==> src/rtl/owire_triplet_pkg.sv <==
package owire_triplet_pkg;

    typedef enum logic [2:0] {
        ST_IDLE,
        ST_RD_ID,
        ST_RD_CMP,
        ST_WR_DIR,
        ST_FINISH
    } step_state_t;

    localparam int CODE_W = 3;
    localparam logic [CODE_W-1:0] CODE_NONE = 3'b011;

endpackage

==> src/rtl/owire_xfer_wdog.sv <==
module owire_xfer_wdog #(
    parameter int LIMIT = 256
) (
    input  logic clk,
    input  logic rst_n,
    input  logic active_i,
    input  logic ack_i,
    output logic expire_o
);
    localparam int CW = $clog2(LIMIT + 1);

    logic [CW-1:0] cnt_q;

    always_ff @(posedge clk or negedge rst_n) begin
        if (!rst_n) begin
            cnt_q <= '0;
        end else if (!active_i || ack_i) begin
            cnt_q <= '0;
        end else if (!expire_o) begin
            cnt_q <= cnt_q + 1'b1;
        end
    end

    assign expire_o = active_i && !ack_i && (cnt_q == CW'(LIMIT - 1));

    // the counter never runs past the last permitted cycle
    p_cnt_bound_r7: assert property (@(posedge clk) disable iff (!rst_n)
        cnt_q <= CW'(LIMIT - 1));

endmodule

==> src/rtl/owire_branch_pick.sv <==
module owire_branch_pick (
    input  logic       id_i,
    input  logic       cmp_i,
    input  logic       pref_i,
    output logic       absent_o,
    output logic       dir_o,
    output logic [2:0] code_o
);
    always_comb begin
        absent_o = id_i & cmp_i;
        if (id_i ^ cmp_i) begin
            dir_o = id_i;
        end else if (absent_o) begin
            dir_o = 1'b0;
        end else begin
            dir_o = pref_i;
        end
        code_o = {dir_o, cmp_i, id_i};
    end

    // a direction that differs from the preference is only taken when the bits disagree
    always_comb begin
        if (!absent_o && (id_i == cmp_i)) begin
            a_pref_taken_r3: assert (dir_o == pref_i);
        end
    end

endmodule

==> src/rtl/owire_triplet_step.sv <==
module owire_triplet_step
    import owire_triplet_pkg::*;
#(
    parameter int TIMEOUT_CYC = 256
) (
    input  logic       clk,
    input  logic       rst_n,
    input  logic       start_i,
    input  logic       pref_dir_i,
    output logic       busy_o,
    output logic       done_o,
    output logic [2:0] result_o,
    output logic       error_o,
    output logic       bit_req_o,
    output logic       bit_wr_o,
    output logic       bit_wdata_o,
    input  logic       bit_ack_i,
    input  logic       bit_rdata_i
);
    step_state_t state_q, state_d;
    logic        id_q, cmp_q, pref_q, err_q;
    logic [2:0]  result_q;
    logic        expire;
    logic        cmp_sel, absent, dir;
    logic [2:0]  code;

    owire_xfer_wdog #(.LIMIT(TIMEOUT_CYC)) u_wdog (
        .clk      (clk),
        .rst_n    (rst_n),
        .active_i (bit_req_o),
        .ack_i    (bit_ack_i),
        .expire_o (expire)
    );

    assign cmp_sel = (state_q == ST_RD_CMP) ? bit_rdata_i : cmp_q;

    owire_branch_pick u_pick (
        .id_i     (id_q),
        .cmp_i    (cmp_sel),
        .pref_i   (pref_q),
        .absent_o (absent),
        .dir_o    (dir),
        .code_o   (code)
    );

    // next-state decision
    always_comb begin
        state_d = state_q;
        unique case (state_q)
            ST_IDLE:   if (start_i) state_d = ST_RD_ID;
            ST_RD_ID:  if (bit_ack_i) state_d = ST_RD_CMP;
                       else if (expire) state_d = ST_FINISH;
            ST_RD_CMP: if (bit_ack_i) state_d = absent ? ST_FINISH : ST_WR_DIR;
                       else if (expire) state_d = ST_FINISH;
            ST_WR_DIR: if (bit_ack_i || expire) state_d = ST_FINISH;
            ST_FINISH: state_d = ST_IDLE;
        endcase
    end

    // state and captured bits
    always_ff @(posedge clk or negedge rst_n) begin
        if (!rst_n) begin
            state_q  <= ST_IDLE;
            id_q     <= 1'b0;
            cmp_q    <= 1'b0;
            pref_q   <= 1'b0;
            err_q    <= 1'b0;
            result_q <= '0;
        end else begin
            state_q <= state_d;
            unique case (state_q)
                ST_IDLE: begin
                    if (start_i) pref_q <= pref_dir_i;
                end
                ST_RD_ID: begin
                    if (bit_ack_i) begin
                        id_q <= bit_rdata_i;
                    end else if (expire) begin
                        result_q <= CODE_NONE;
                        err_q    <= 1'b1;
                    end
                end
                ST_RD_CMP: begin
                    if (bit_ack_i) begin
                        cmp_q <= bit_rdata_i;
                        if (absent) begin
                            result_q <= code;
                            err_q    <= 1'b0;
                        end
                    end else if (expire) begin
                        result_q <= CODE_NONE;
                        err_q    <= 1'b1;
                    end
                end
                ST_WR_DIR: begin
                    if (bit_ack_i) begin
                        result_q <= code;
                        err_q    <= 1'b0;
                    end else if (expire) begin
                        result_q <= CODE_NONE;
                        err_q    <= 1'b1;
                    end
                end
                ST_FINISH: ;
            endcase
        end
    end

    // outputs from state
    always_comb begin
        busy_o      = (state_q != ST_IDLE);
        done_o      = (state_q == ST_FINISH);
        bit_req_o   = (state_q == ST_RD_ID) || (state_q == ST_RD_CMP) ||
                      (state_q == ST_WR_DIR);
        bit_wr_o    = (state_q == ST_WR_DIR);
        bit_wdata_o = (state_q == ST_WR_DIR) && dir;
        result_o    = result_q;
        error_o     = err_q;
    end

    p_done_pulse_r8: assert property (@(posedge clk) disable iff (!rst_n)
        done_o |=> !done_o);

    p_busy_hold_r8: assert property (@(posedge clk) disable iff (!rst_n)
        (busy_o && !done_o) |=> busy_o);

    p_req_hold_r10: assert property (@(posedge clk) disable iff (!rst_n)
        (bit_req_o && !bit_ack_i && !expire) |=>
            (bit_req_o && $stable(bit_wr_o) && $stable(bit_wdata_o)));

    p_err_code_r7: assert property (@(posedge clk) disable iff (!rst_n)
        (done_o && error_o) |-> (result_o == CODE_NONE));

    p_no_write_absent_r2: assert property (@(posedge clk) disable iff (!rst_n)
        bit_wr_o |-> !(id_q && cmp_q));

    p_start_ignored_r9: assert property (@(posedge clk) disable iff (!rst_n)
        (busy_o && !done_o) |=> $stable(pref_q));

endmodule

==> config.mk <==
export PLATFORM = sky130hd
export DESIGN_NAME = owire_triplet_step
export DESIGN_NICKNAME = d
export VERILOG_FILES = /design/src/rtl/owire_triplet_pkg.sv /design/src/rtl/owire_xfer_wdog.sv /design/src/rtl/owire_branch_pick.sv /design/src/rtl/owire_triplet_step.sv
export SDC_FILE = /design/constraint.sdc
export NUM_CORES = 1
export LEC_CHECK = 0
export ABC_AREA = 1
export BUFFER_PORTS_ARGS = -buffer_cell sky130_fd_sc_hd__clkbuf_2
export CAP_MARGIN = 20
export CELL_PAD_IN_SITES_DETAIL_PLACEMENT = 0
export CELL_PAD_IN_SITES_GLOBAL_PLACEMENT = 2
export CORE_MARGIN = 10
export CORE_UTILIZATION = 29
export CTS_CLUSTER_SIZE = 12
export DETAILED_ROUTE_END_ITERATION = 10
export PLACE_DENSITY_LB_ADDON = 0.05
export SLEW_MARGIN = 30
export SYNTH_ARGS = -nofsm -noshare
export SYNTH_HDL_FRONTEND = slang
export SYNTH_SLANG_ARGS = --single-unit
==> constraint.sdc <==
create_clock -name clk -period 1.6 [get_ports clk]
set_input_delay 0.16 -clock clk [delete_from_list [all_inputs] [get_ports clk]]
set_output_delay 0.16 -clock clk [all_outputs]
set_load 0.01 [all_outputs]
==> metrics.csv <==
metric,value,unit
worst r2r dst,result_o[2],
GP Congestion,0.787,
Final Cell Area,0.00161,mm²
Hold Fails Final Rpt,0,
highest net fanout along the worst path,3,
arrival time at the worst endpoint,1.80,ns
sequential share of the synthesized area,43.6,%
Worst Tran Pin Value,0.521,ns
Die Ht,81.3,µm
status,"complete, but fails checks",
MaxCap Viol Count,0,
Final nets,197,
count of cell types in the netlist,24,
final WL,3.00,mm
Inst Count DP,225,
Required @ worst endpoint,1.44,ns
P per Cell Area,1460,mW/mm²
CP startpoint kind,flop,
RR Startpoint,state_q[0],
number of flops mapped to enable cells by yosys,0,
DIE AREA,0.00661,mm²
failing checks,setup timing,
Synth Register Bits,19,
syn_nets,154,
Pre-antenna DRT Iters,4,
ANT nets after route,0,
# diodes,0,
global-route wire length before repair,5.12,mm
DRC,0,
fmax,509,MHz
clk buf depth,2,
RSZ-0062 raised after global routing,yes,
Mapped Cells,145,
Final period util,123,%
CP Class,flop to primary output,
Tmin final,1.96,ns
Synth top area share,43.6,%
Layout Skew,0.00108,ns
placement row count,22,
number of global-route vias before repair,1117,
"Clk pin slew, worst setup/hold paths",0.08,ns
Vias,1072,
PnR worst setup slack,-0.363,ns
total congestion overflow,0,
Yosys warning count,0,
H-tree lvl count,1,
via/cell ratio,4.56,
Root Buffer Master,clkbuf_8,
share of post-route cells with drive strength above 1,41.7,%
hpwl dp,2.19,mm
Top Ports,15,
setup violators final,6,
R2R Setup Slk,-0.15,ns
Finished Layout Cells,235,
hold_sp,pref_dir_i,
hold path cells,3,
synth top area cells,"dfrtp_1, nand2_1, inv_1",
R2R depth,14,
Pins Over Slew Limit,0,
"Area growth, synth to finish",47.4,%
CORE AREA,0.00366,mm²
initial antenna violation count,0,
Starting Density,29.8,%
latest clock arrival within the worst-skew pair,0.27,ns
ys async rst share,100,%
P_leak,0.815,nW
Inserted Clock Buffers,3,
Die Span X,81.3,µm
I/O Buffers,14,
largest net degree at the start of global routing,20,
Synth area leader,dfrtp_1,
GRT Util Overall,9.97,%
Critical path origin,state_q[0],
Initial DRC Count,50,
"Cell Area, Synth",0.00109,mm²
class of the worst hold path,input pin to flop,
CTS tree,yes,
syn_area_per_cell,7.52,µm²
ys flop type,dfrtp_1,
routed len/inst,12.8,µm
Crit. End Element,primary output,
Slew HR,65.2,%
clock sink count,19,
hold endpoint,pref_q,
worst vdd ir,0.418,mV
Placement Cell Area,0.00137,mm²
sequential cells by signal, indices dropped and copies added (netlist names):
name          cells
pref_q            1
error_o           1
cmp_q             1
state_q           3
u_wdog.cnt_q      9
id_q              1
result_o          3
kinds of logic (layout without fill, tap and decap cells):
logic type               count (synthesis)  in the layout  share of synthesized area (%)
AO/OA/AOI/OAI                           20             20                           9.76
flip-flops                              19             19                           43.6
buffers and inverters                   23             65                           8.04
XOR/XNOR                                 1              1                          0.804
AND/OR/NAND/NOR                         79             79                           34.3
adder cells (fa/ha/maj)                  3              3                           3.44
power breakdown:
group | internal [mW] | switching [mW] | leakage, nW
registers | 0.591 | 0.0767 | 0.249
clock network | 0.174 | 0.186 | 0.0255
logic | 0.570 | 0.753 | 0.540
total | 1.34 | 1.02 | 0.815
critical path, stage by stage (launching register included):
cell and delay (ns):
dfrtp_1 0.39, nor2_2 0.16, nand2_2 0.08, inv_2 0.07, nand2_2 0.04, nand2_2 0.07, inv_2 0.05, ha_4 0.29
nand2_4 0.05, o31ai_4 0.06, and2_1 0.14, buf_2 0.13
Yosys cell counts, types with 2 or more instances:
| cell | number |
|---|---|
| nand2_1 | 34 |
| dfrtp_1 | 19 |
| inv_1 | 19 |
| nor2_1 | 18 |
| nand3_1 | 13 |
| a21oi_1 | 10 |
| o21ai_0 | 6 |
| a31oi_1 | 3 |
| ha_1 | 3 |
| inv_2 | 3 |
| nand4_1 | 2 |
| nand4_2 | 2 |
| nor3_1 | 2 |
metrics by stage:
step / TNS (ns) / worst slack (ns) / utilization, % / hold slack (ns) / power (mW)
floorplan: -0.0783 / -0.0783 / - / -0.136 / 1.28
global placement: -0.949 / -0.173 / 37.3 / 0.172 / 1.63
detailed placement: -0.903 / -0.199 / 37.3 / 0.174 / 1.64
CTS: -0.556 / -0.375 / 41.2 / 0.141 / 2.21
global route: -1.90 / -0.478 / 43.9 / 0.156 / 2.55
finish: -0.923 / -0.363 / 43.9 / 0.145 / 2.35
layout make-up:
cell class / instances / area, µm²
tap: 48 / 60.1
sequential: 19 / 475
multi-input combinational: 103 / 672
timing repair buffer: 39 / 268
clock inverter: 1 / 5.00
fill: 397 / 2050
inverter: 22 / 85.1
clock buffer: 3 / 41.3
layout by cell type (no fill, tap or decap), drive strengths merged:
cell type,netlist,final
nor3b,2,2
a31oi,3,3
nor3,2,2
clkinv,0,1
o21ai,6,6
clkbuf,0,16
o31ai,1,1
a21oi,10,10
ha,3,3
dlygate4sd3,0,1
nand2,35,35
nor2,20,20
buf,1,25
xor2,1,1
dfrtp,19,19
nand4,4,4
or2,1,1
and2,1,1
inv,22,22
nand3,14,14
what timing repair did:
item,in CTS,in global routing
hold buffers,1,0
endpoints found under the setup margin,13,16
pin swaps,7,19
setup buffers,2,4
endpoints found under the hold margin,19,0
resized for setup,17,22
cloned,0,0
per-layer routing:
layer | part of all wire (%) | up-vias | track usage (%)
met2 | 56 | 14 | 19.0
met4 | 1.2 | 0 | 3.11
met3 | 3.5 | 5 | 2.87
li1 | - | 558 | -
met5 | 0 | - | 0
met1 | 39 | 495 | 10.1
worst max-delay path by stage:
stage | endpoint | slack, ns | depth (start not counted)
final | bit_wdata_o | -0.36 | 11
after global routing | bit_wdata_o | -0.48 | 11
after CTS | bit_wdata_o | -0.37 | 10
after detailed placement | bit_wdata_o | -0.20 | 10
after global placement | bit_wdata_o | -0.17 | 10
after floorplan | bit_wdata_o | -0.08 | 9
(Power assumes the default switching activity.)
